[src/rtl/fdc_regs_pkg.sv]
package fdc_regs_pkg;
  localparam logic [2:0] PORT_CMD = 3'd0;
  localparam logic [2:0] PORT_TRK = 3'd1;
  localparam logic [2:0] PORT_SEC = 3'd2;
  localparam logic [2:0] PORT_DAT = 3'd3;
  localparam logic [2:0] PORT_EXT = 3'd4;

  localparam logic [3:0] OPC_FORCE = 4'hD;

  localparam logic [7:0] EXT_IRQ_PENDING = 8'h00;
  localparam logic [7:0] EXT_IRQ_IDLE    = 8'h80;
  localparam logic [7:0] OPEN_BUS        = 8'hFF;
endpackage

[src/rtl/fdc_ms_tick.sv]
module fdc_ms_tick #(
  parameter int CLK_HZ = 50_000_000
) (
  input  logic clk,
  input  logic rst,
  output logic tick_o
);
  localparam int DIV = (CLK_HZ / 1000 < 1) ? 1 : CLK_HZ / 1000;
  localparam int W   = $clog2(DIV + 1);

  logic [W-1:0] cnt_q;

  always_ff @(posedge clk) begin
    if (rst) begin
      cnt_q  <= '0;
      tick_o <= 1'b0;
    end else if (cnt_q == W'(DIV - 1)) begin
      cnt_q  <= '0;
      tick_o <= 1'b1;
    end else begin
      cnt_q  <= cnt_q + 1'b1;
      tick_o <= 1'b0;
    end
  end
endmodule

[src/rtl/fdc_head_timer.sv]
module fdc_head_timer #(
  parameter int TIMEOUT_MS = 100
) (
  input  logic clk,
  input  logic rst,
  input  logic tick_i,
  input  logic load_i,
  input  logic touch_i,
  output logic loaded_o
);
  localparam int W = $clog2(TIMEOUT_MS + 1);

  logic [W-1:0] age_q;

  always_ff @(posedge clk) begin
    if (rst) begin
      loaded_o <= 1'b0;
      age_q    <= '0;
    end else if (load_i) begin
      loaded_o <= 1'b1;
      age_q    <= '0;
    end else if (loaded_o && touch_i) begin
      age_q <= '0;
    end else if (loaded_o && tick_i) begin
      if (age_q == W'(TIMEOUT_MS - 1)) begin
        loaded_o <= 1'b0;
        age_q    <= '0;
      end else begin
        age_q <= age_q + 1'b1;
      end
    end
  end

  assert_load_sets_R9: assert property (@(posedge clk) disable iff (rst)
    load_i |=> loaded_o);
  assert_no_unload_between_ticks_R9: assert property (@(posedge clk) disable iff (rst)
    (loaded_o && !load_i && !touch_i && !tick_i) |=> loaded_o);
endmodule

[src/rtl/fdc_pos_calc.sv]
module fdc_pos_calc #(
  parameter int TRACKS = 77
) (
  input  logic [3:0] opc_i,
  input  logic [7:0] trk_i,
  input  logic       dir_in_i,
  input  logic [7:0] seek_i,
  output logic [7:0] trk_o,
  output logic       dir_in_o,
  output logic       err_o
);
  localparam logic [7:0] LIMIT = 8'(TRACKS);
  localparam logic [7:0] LAST  = 8'(TRACKS - 1);

  logic step, go_in;

  always_comb begin
    trk_o    = trk_i;
    dir_in_o = dir_in_i;
    err_o    = 1'b0;
    step     = 1'b0;
    go_in    = dir_in_i;
    case (opc_i[3:1])
      3'b000: begin
        if (!opc_i[0])             trk_o = 8'd0;
        else if (seek_i < LIMIT)   trk_o = seek_i;
        else                       err_o = 1'b1;
      end
      3'b001: step = 1'b1;
      3'b010: begin step = 1'b1; go_in = 1'b1; dir_in_o = 1'b1; end
      3'b011: begin step = 1'b1; go_in = 1'b0; dir_in_o = 1'b0; end
      default: ;
    endcase
    if (step) begin
      if (go_in ? (trk_i >= LAST) : (trk_i == 8'd0)) err_o = 1'b1;
      else if (opc_i[0]) trk_o = go_in ? trk_i + 8'd1 : trk_i - 8'd1;
    end
  end
endmodule

[src/rtl/fdc_regblk.sv]
module fdc_regblk
  import fdc_regs_pkg::*;
#(
  parameter int DRIVES     = 4,
  parameter int TRACKS     = 77,
  parameter int CLK_HZ     = 50_000_000,
  parameter int TIMEOUT_MS = 100
) (
  input  logic                       clk,
  input  logic                       rst,
  input  logic                       bus_sel,
  input  logic                       bus_wr,
  input  logic [2:0]                 bus_addr,
  input  logic [7:0]                 bus_wdata,
  output logic [7:0]                 bus_rdata,
  input  logic [DRIVES-1:0]          drv_ready,
  input  logic [DRIVES-1:0]          drv_wprot,
  input  logic                       xfer_done,
  output logic                       xfer_valid,
  output logic [7:0]                 xfer_cmd,
  output logic [$clog2(DRIVES)-1:0]  xfer_drive,
  output logic [DRIVES-1:0]          head_loaded
);
  localparam int DSEL_W = $clog2(DRIVES);

  logic [DSEL_W-1:0] sel_q;
  logic [7:0]        data_q;
  logic              tick;

  logic [7:0] trk_a  [DRIVES];
  logic [7:0] sec_a  [DRIVES];
  logic [7:0] stat_a [DRIVES];
  logic       dir_a  [DRIVES];
  logic       irq_a  [DRIVES];

  wire wr_acc   = bus_sel &  bus_wr;
  wire rd_acc   = bus_sel & ~bus_wr;
  wire cmd_wr   = wr_acc && (bus_addr == PORT_CMD);
  wire is_pos   = ~bus_wdata[7];
  wire is_force = (bus_wdata[7:4] == OPC_FORCE);

  logic [7:0] pc_trk;
  logic       pc_dir, pc_err;
  wire  [7:0] cur_trk  = trk_a[sel_q];
  wire  [7:0] cur_stat = stat_a[sel_q];

  fdc_ms_tick #(.CLK_HZ(CLK_HZ)) u_tick (
    .clk(clk), .rst(rst), .tick_o(tick));

  fdc_pos_calc #(.TRACKS(TRACKS)) u_pos (
    .opc_i(bus_wdata[7:4]), .trk_i(cur_trk), .dir_in_i(dir_a[sel_q]),
    .seek_i(data_q), .trk_o(pc_trk), .dir_in_o(pc_dir), .err_o(pc_err));

  for (genvar d = 0; d < DRIVES; d++) begin : g_drv
    localparam logic [DSEL_W-1:0] ID = DSEL_W'(d);
    wire hit   = (sel_q == ID);
    wire nrdy  = ~drv_ready[d];
    wire wp    = drv_wprot[d];
    wire load  = hit && cmd_wr && is_pos && bus_wdata[3];
    wire touch = hit && bus_sel && (bus_addr <= PORT_DAT);

    logic [7:0] trk_r, sec_r, stat_r;
    logic       dir_r, irq_r;

    always_ff @(posedge clk) begin
      if (rst) begin
        trk_r <= 8'd0; sec_r <= 8'd1; stat_r <= 8'h00;
        dir_r <= 1'b1; irq_r <= 1'b0;
      end else if (hit) begin
        if (wr_acc && bus_addr == PORT_TRK) trk_r <= bus_wdata;
        if (wr_acc && bus_addr == PORT_SEC) sec_r <= bus_wdata;
        if (cmd_wr) begin
          irq_r <= 1'b0;
          if (is_pos) begin
            trk_r  <= pc_trk;
            dir_r  <= pc_dir;
            irq_r  <= 1'b1;
            stat_r <= {nrdy, wp, head_loaded[d] | bus_wdata[3], pc_err,
                       1'b0, pc_trk == 8'd0, 1'b1, 1'b0};
          end else if (is_force) begin
            stat_r <= {nrdy, wp, head_loaded[d], stat_r[4],
                       1'b0, trk_r == 8'd0, 1'b1, 1'b0};
          end else begin
            stat_r <= {nrdy, 7'b0000001};
          end
        end else if (xfer_done && stat_r[0]) begin
          stat_r[0] <= 1'b0;
          irq_r     <= 1'b1;
        end
      end
    end

    assign trk_a[d]  = trk_r;
    assign sec_a[d]  = sec_r;
    assign stat_a[d] = stat_r;
    assign dir_a[d]  = dir_r;
    assign irq_a[d]  = irq_r;

    fdc_head_timer #(.TIMEOUT_MS(TIMEOUT_MS)) u_head (
      .clk(clk), .rst(rst), .tick_i(tick), .load_i(load),
      .touch_i(touch), .loaded_o(head_loaded[d]));
  end

  always_ff @(posedge clk) begin
    if (rst) begin
      sel_q      <= '0;
      data_q     <= 8'h00;
      bus_rdata  <= 8'h00;
      xfer_valid <= 1'b0;
      xfer_cmd   <= 8'h00;
      xfer_drive <= '0;
    end else begin
      xfer_valid <= cmd_wr && !is_pos;
      if (cmd_wr && !is_pos) begin
        xfer_cmd   <= bus_wdata;
        xfer_drive <= sel_q;
      end
      if (wr_acc && bus_addr == PORT_DAT) data_q <= bus_wdata;
      if (wr_acc && bus_addr == PORT_EXT) sel_q <= ~bus_wdata[4 +: DSEL_W];
      if (rd_acc) begin
        case (bus_addr)
          PORT_CMD: bus_rdata <= cur_stat;
          PORT_TRK: bus_rdata <= cur_trk;
          PORT_SEC: bus_rdata <= sec_a[sel_q];
          PORT_DAT: bus_rdata <= data_q;
          PORT_EXT: bus_rdata <= irq_a[sel_q] ? EXT_IRQ_PENDING : EXT_IRQ_IDLE;
          default:  bus_rdata <= OPEN_BUS;
        endcase
      end
    end
  end

  assert_restore_zero_R4: assert property (@(posedge clk) disable iff (rst)
    (cmd_wr && bus_wdata[7:4] == 4'h0) |=> (cur_trk == 8'd0));
  assert_seek_range_R4: assert property (@(posedge clk) disable iff (rst)
    (cmd_wr && bus_wdata[7:4] == 4'h1 && data_q >= 8'(TRACKS)) |=> ($stable(cur_trk) && cur_stat[4]));
  assert_outward_floor_R6: assert property (@(posedge clk) disable iff (rst)
    (cmd_wr && bus_wdata[7:5] == 3'b011 && cur_trk == 8'd0) |=> (cur_trk == 8'd0 && cur_stat[4]));
  assert_pos_done_R7: assert property (@(posedge clk) disable iff (rst)
    (cmd_wr && is_pos) |=> (irq_a[sel_q] && !cur_stat[0] && cur_stat[1]));
  assert_handoff_R8: assert property (@(posedge clk) disable iff (rst)
    (cmd_wr && !is_pos && !is_force) |=> (xfer_valid && cur_stat[0] && !irq_a[sel_q]));
  assert_force_quiet_R10: assert property (@(posedge clk) disable iff (rst)
    (cmd_wr && is_force) |=> (!cur_stat[0] && !irq_a[sel_q]));
endmodule

[config.mk]
export PLATFORM = sky130hd
export DESIGN_NAME = fdc_regblk
export DESIGN_NICKNAME = d
export VERILOG_FILES = /design/src/rtl/fdc_regs_pkg.sv /design/src/rtl/fdc_ms_tick.sv /design/src/rtl/fdc_head_timer.sv /design/src/rtl/fdc_pos_calc.sv /design/src/rtl/fdc_regblk.sv
export SDC_FILE = /design/constraint.sdc
export NUM_CORES = 1
export LEC_CHECK = 0
export BUFFER_PORTS_ARGS = -buffer_cell sky130_fd_sc_hd__buf_2
export CELL_PAD_IN_SITES_DETAIL_PLACEMENT = 1
export CELL_PAD_IN_SITES_GLOBAL_PLACEMENT = 1
export CORE_UTILIZATION = 36
export CTS_BUF_LIST = sky130_fd_sc_hd__clkbuf_2
export DETAILED_ROUTE_END_ITERATION = 7
export PLACE_DENSITY_LB_ADDON = 0.2
export SYNTH_ARGS = -nofsm -noshare
export SYNTH_HDL_FRONTEND = slang
export SYNTH_SLANG_ARGS = --single-unit
[constraint.sdc]
create_clock -name clk -period 3.4 [get_ports clk]
set_input_delay 0.51 -clock clk [delete_from_list [all_inputs] [get_ports clk]]
set_output_delay 0.51 -clock clk [all_outputs]
set_load 0.1 [all_outputs]
---- Word-level counts from Yosys, hierarchy flattened ----
Cells that the tools add are included.
word-level totals
  bits in registers ....................... 182
  bits of input ports ..................... 24
  output and inout port bits .............. 23
  word-level logic and storage cells ...... 269
operators by class
  add/sub/neg operators ................... 7
  $lt $le $gt $ge ......................... 4
  equality and inequality tests ........... 21
  multiplexer cells ....................... 90
  bitwise gates (word level) .............. 14
  reduce and logical (&&, ||, !) cells .... 89
operators with widths
  cell                                                 count
  2-to-1 mux 8 bit                                     26
  2-to-1 mux 7 bit                                     12
  binary-select mux 8 bit (select 2 bit)               3
  logical NOT 8 bit                                    6
  2-to-1 mux 1 bit                                     45
  one-hot mux 8 bit (5 select lines)                   1
  logical AND 1 bit                                    38
  AND reduction 3 bit                                  12
  adder 7 x 1 -> 7 bit, second input constant          4
  equality test 7 bit, second input constant           4
  AND reduction 2 bit                                  12
  nonzero test 2 bit                                   12
  adder 16 x 1 -> 16 bit, second input constant        1
  equality test 16 bit, second input constant          1
  OR reduction 3 bit                                   5
  equality test 3 x 2 -> 1 bit, second input constant  4
  != test 2 bit, second input constant                 5
  adder 8 x 1 -> 8 bit, second input constant          1
  >= comparator 8 x 7 -> 1 bit, second input constant  1
  < comparator 8 x 7 -> 1 bit, second input constant   1
  subtractor 8 x 1 -> 8 bit, second input constant     1
  equality test 3 x 1 -> 1 bit, second input constant  2
  logical NOT 3 bit                                    2
  inverter 1 bit                                       6
  14 further kinds                                     20

---- Longest topological paths before layout ----
  depth after elaboration ................. 13
  depth in mapped cells ................... 16
  gate-level depth less buffers ........... 13

---- Modules after synthesis ----
From an unflattened synthesis, not the netlist that was laid out.
unflattened totals
  cells, all modules ...................... 971
  area, all modules ....................... 8842.2 µm²
modules (own cells, without submodules)
  module          times used  cells an instance  area an instance (µm²)  sequential area each (µm²)
  fdc_regblk      1           616                5943.2                  2582.5
  fdc_head_timer  4           46                 382.9                   160.2
  fdc_ms_tick     1           83                 794.5                   340.3
  fdc_pos_calc    1           88                 573.0                   0.0

---- Worst setup path before layout ----
Ideal clock, no wire load.
  path type ............................... in2reg
  start point ............................. input bus_wdata[7]
  end point ............................... register g_drv[0].trk_r[6]
  library setup time ...................... 0.091 ns
  arrival ................................. 3.211 ns
  data required time ...................... 3.309 ns
  setup slack ............................. 0.098 ns
  stages .................................. 16
  path buffers ............................ 3
  cell sequence ........................... nand2b_1 > or2_1 > buf_2 > and3_1 > buf_2 > inv_2 > ha_1 > clkbuf_1 > nor2_1 > a41o_1 > a2111o_1 > o211ai_1 > xnor2_1 > o21ai_0 > nand2_1 > a311oi_1
on the way
  longest elaborated chain between the ends .. 8
  elaborated cells on any way between the ends .. 15
  classes of those cells .................. 3 x eq/ne; 10 x mux; 2 x reduce/logical
RTL lines
  item                                line                source
  start: declaration                  fdc_regblk.sv:14    input logic [7:0] bus_wdata,
  equality test 3 x 2 -> 1 bit        fdc_pos_calc.sv:23  case (opc_i[3:1])
  one-hot mux 1 bit (2 select lines)  fdc_pos_calc.sv:23
  2-to-1 mux 8 bit (2 in a row)       fdc_pos_calc.sv:36  else if (opc_i[0]) trk_o = go_in ? trk_i + 8'd1 : trk_i - 8'd1;
  2-to-1 mux 8 bit                    fdc_pos_calc.sv:35  if (go_in ? (trk_i >= LAST) : (trk_i == 8'd0)) err_o = 1'b1;
  2-to-1 mux 8 bit                    fdc_pos_calc.sv:34  if (step) begin
  2-to-1 mux 8 bit (*)                fdc_regblk.sv:74    if (is_pos) begin
  2-to-1 mux 8 bit (*)                fdc_regblk.sv:72    if (cmd_wr) begin
  end signal: assignment              fdc_regblk.sv:70    if (wr_acc && bus_addr == PORT_TRK) trk_r <= bus_wdata;
  end signal: assignment              fdc_regblk.sv:75    trk_r <= pc_trk;
  end: declaration                    fdc_regblk.sv:62    logic [7:0] trk_r, sec_r, stat_r;
Every way passes the cells marked *; elsewhere a longest branch is shown, timed or not.
A chain may end at the register's enable or synchronous reset.

---- Worst setup path after layout ----
  start point ............................. register sel_q[1]
  end point ............................... register g_drv[3].stat_r[2]
on the way
  longest elaborated chain between the ends .. 12
  elaborated cells on any way between the ends .. 24
  classes of those cells .................. 2 x add/sub; 1 x order compare; 1 x eq/ne; 16 x mux; 1 x bitwise; 3 x reduce/logical
RTL lines
  item                                                                line               source
  start: declaration                                                  fdc_regblk.sv:26   logic [DSEL_W-1:0] sel_q;
  start signal: assignment                                            fdc_regblk.sv:119  if (wr_acc && bus_addr == PORT_EXT) sel_q <= ~bus_wdata[4 +: DSEL_W];
  branches (longest 12 deep; another with subtractor 8 x 1 -> 8 bit)  n/a
  end signal: assignment                                              fdc_regblk.sv:78   stat_r <= {nrdy, wp, head_loaded[d] | bus_wdata[3], pc_err,
  end signal: assignment                                              fdc_regblk.sv:81   stat_r <= {nrdy, wp, head_loaded[d], stat_r[4],
  end signal: assignment                                              fdc_regblk.sv:84   stat_r <= {nrdy, 7'b0000001};
  end: declaration                                                    fdc_regblk.sv:62
Parallel ways; which one is timed is not known. The select of a mux whose other input is x is not followed.

==> flow_summary.yaml <==
run_status:
  run_status: "completed"
floorplanning:
  dieHeight_um: 158
  initial_utilization_pct: 37.1
  row_count: 56
  floorplan.die_area_um2: 25100
  chipWidth_um: 158
  boundary_pins: 47
  core_region_area_um2: 23700
global_routing:
  grt_max_degree: 68
  grtUsageMet3_pct: 4.93
  grt_pass1_vias: 8211
  grt_antenna_before_repair: 1
  globalRoute.busiestLayer: "met2"
  grt.total_usage_pct: 24.7
  globalRoute.totalOverflow: 0
  grt_first_pass_wirelength_mm: 46.6
  global_route.usage.met1_pct: 33.6
  gr-usage-met2_pct: 39.6
clock_tree:
  clock_tree.buffer_depth: 2
  sinks_on_clock_net: 178
  clk_pin_slew_ns: 0.32
  cts_htree_levels: 4
  root_buffer: "clkbuf_2"
  clk-insertion-delay-late_ns: 0.80
  cts_inserted_buffers: 17
  tritoncts: "built"
detailed_routing:
  route.detailed.wl_per_inst_um: 20.6
  remaining_drc_errors: 0
  antenna_left: 0
  firstDrtPassIters: 6
  detail_route.iter0.violations: 546
  route.detailed.vias_per_inst: 5.69
  drt-total-wl_mm: 30.0
  via_count: 8273
synth:
  number_of_synthesized_register_bits: 178
  synth_edf_count: 0
  postSynthCellCount: 1048
  ys_top_cells_by_area: "dfxtp_1 (41%), nor2_1 (6.8%), mux4_2 (6.1%)"
  synth.avg_cell_area_um2: 8.39
  asyncSetResetFlopFracSynth_pct: 0
  yosys.cell_count.top_type: "dfxtp_1"
  synth_sequential_area_ratio_pct: 40.5
  netlist_area_um2: 8790
  leading_post_synthesis_cells_by_instance_count: "dfxtp_1 (178), nor2_1 (160), nand2_1 (119), a21oi_1 (86), o21ai_0 (64)"
  synth.largest_area_cell: "dfxtp_1"
  yosysUniqueCellTypes: 66
  yosysTopAreaCellShare_pct: 40.5
  synth_warnings: 0
  dominantRegCellSynth: "dfxtp_1"
  syn-num-nets: 1080
power:
  power.total_w: 0.00363
  peakVddDrop_mv: 0.197
  static_leakage_nw: 3.57
  power_density_nw_per_um2: 361
final_layout:
  final_nets: 1152
  instances_no_fill: 1453
  multi_input_comb_area_um2: 4940
  finish.instance_area_um2: 10000
  drive_above_1_share_pct: 16.4
  fill_cells: 2884
  p_r_area_growth_vs_syn_pct: 14.2
  ff_latch_area_um2: 3570
  layout_utilization_pct: 42.4
critical_path:
  cp.buffers_inverters: 2
  critPathLaunch: "sel_q[1]"
  critical_path.top_delay_family: "simple AND/OR/NAND/NOR gates"
  critical_path_class: "flip-flop to flip-flop"
  cpMaxStageDelayCell: "or4_4"
  delay_of_the_slowest_cell_on_the_worst_path_ns: 0.57
  cp-end-kind: "flip-flop"
  critical_path_required_ns: 4.10
  start_kind: "flip-flop"
  crit_path_cells: "clkbuf_4 -> buf_4 -> mux4_2 -> and3_1 -> or4_4 -> or4_1 -> a22oi_2 -> nand4b_2 -> o21ai_1"
  worstPathMaxFanout: 7
  arrival_ns: 4.02
  worst_r2r_startpoint: "sel_q[1]"
placed_design:
  dp.final_hpwl_mm: 21.5
  portBuffers: 46
  placed_cells_incl_taps: 1405
  gp_congestion: 0.925
  dpl_cell_area_um2: 9610
timing:
  clock_skew_ns: 0.0629
  hold_viol: 0
  finalWorstPathRequiredPeriod_ns: 3.32
  worst_pin_slew_ns: 0.776
  number_of_pins_exceeding_their_max_slew_limit_in_the_final_report: 0
  maxClockFrequency_ghz: 0.301
  slew-limit-headroom_pct: 48.3
  final.period_utilization_pct: 97.7
  final.hold.worst_slack_ns: 0.0886
  finalSetupViolations: 0
  setup_repair_after_global_routing_missed_its_margin: "yes"
job:
  max_cap_violations: 0
hold_path:
  min_path_type: "primary input to flip-flop"
  hp-start: "rst"
==> worst paths after layout <==
| check | to | cells past startpoint | slack [ns] |
|---|---|---|---|
| worst max-delay path | g_drv[3].stat_r[2] | 9 | 0.08 |
| worst min-delay path | bus_rdata[3] | 2 | 0.09 |
| worst max register to register | g_drv[3].stat_r[2] | 9 | 0.08 |
| worst min register to register | bus_rdata[3] | 2 | 0.47 |
==> area by class of cell <==
type,count,area share (%)
multi-input cells,793,49.3
clock buffers,18,0.897
diodes,1,0.0249
inverters,9,0.337
flip-flops and latches,178,35.5
clock inverters,14,1.63
repair buffers,121,8.33
well taps,319,3.98
==> where the power goes <==
group          internal (W)  total, W  switching [W]
clock network      0.000254   0.00114       0.000885
registers           0.00211   0.00212      0.0000113
logic              0.000107  0.000366       0.000259
==> cell usage in the layout (no fill, tap or decap), types with 5 or more instances in the layout <==
master	synthesis	final
dfxtp_1	178	176
nor2_1	160	160
nand2_1	119	119
a21oi_1	86	86
buf_4	5	63
o21ai_0	64	62
nand3_1	50	50
buf_2	6	45
mux2i_1	41	39
mux4_2	24	24
and3_1	21	21
xor2_1	21	21
xnor2_1	20	20
clkbuf_2	1	18
a31oi_1	15	15
nor4_1	15	14
nand2b_1	11	11
a211oi_1	11	11
dlygate4sd3_1	0	11
nor3_1	11	9
o21ai_1	7	9
o211ai_1	8	8
ha_1	8	8
inv_1	6	6
nor2b_1	6	6
nand4_1	5	5
a311oi_1	5	5
nor4b_1	5	5
a22o_1	5	5
clkinv_8	0	5
==> registers in the layout, summed over array words and instances (netlist names) <==
register and flops:
g_drv.sec_r 32, g_drv.trk_r 32, g_drv.stat_r 28, g_drv.u_head.age_q 28
u_tick.cnt_q 16, bus_rdata 8, data_q 8, xfer_cmd 8
g_drv.dir_r 4, g_drv.irq_r 4, g_drv.u_head.loaded_o 4, sel_q 2
xfer_drive 2, u_tick.tick_o 1, xfer_valid 1
==> layer usage <==
layer | share of wire (%) | vias up
met5 | 0 | -
met4 | 1.9 | 0
met3 | 5.5 | 36
met2 | 46 | 205
met1 | 47 | 4121
li1 | - | 3911
==> stage by stage <==
stage               setup TNS, ns  setup slack, ns
global route              -0.0433          -0.0186
finish                          0           0.0770
global placement                0           0.0321
CTS                             0          0.00994
floorplan                       0           0.0984
detailed placement         -0.627          -0.0763
==> kinds of logic (layout without fill, tap and decap cells) <==
kind of cell	count (synthesis)	count (layout)	share of synthesized area, %
xor gates and xnor gates	41	41	4.08
AOI/OAI and AO/OA	253	253	17.8
muxes	66	66	10.9
DFF	178	178	40.5
buffers and inverters	77	162	3.69
and+or+nand+nor	425	425	21.8
adders and majority gates	8	8	1.14
other	0	1	0
==> repair_timing <==
action | in CTS | in global routing
buffers inserted | 0 | 4
gates resized for setup | 1 | 9
hold endpoints to repair | 13 | 1
pin swaps | 0 | 0
hold buffers | 10 | 1
endpoints found under the setup margin | 22 | 25
No activity file was read; power rests on OpenSTA's default activity.
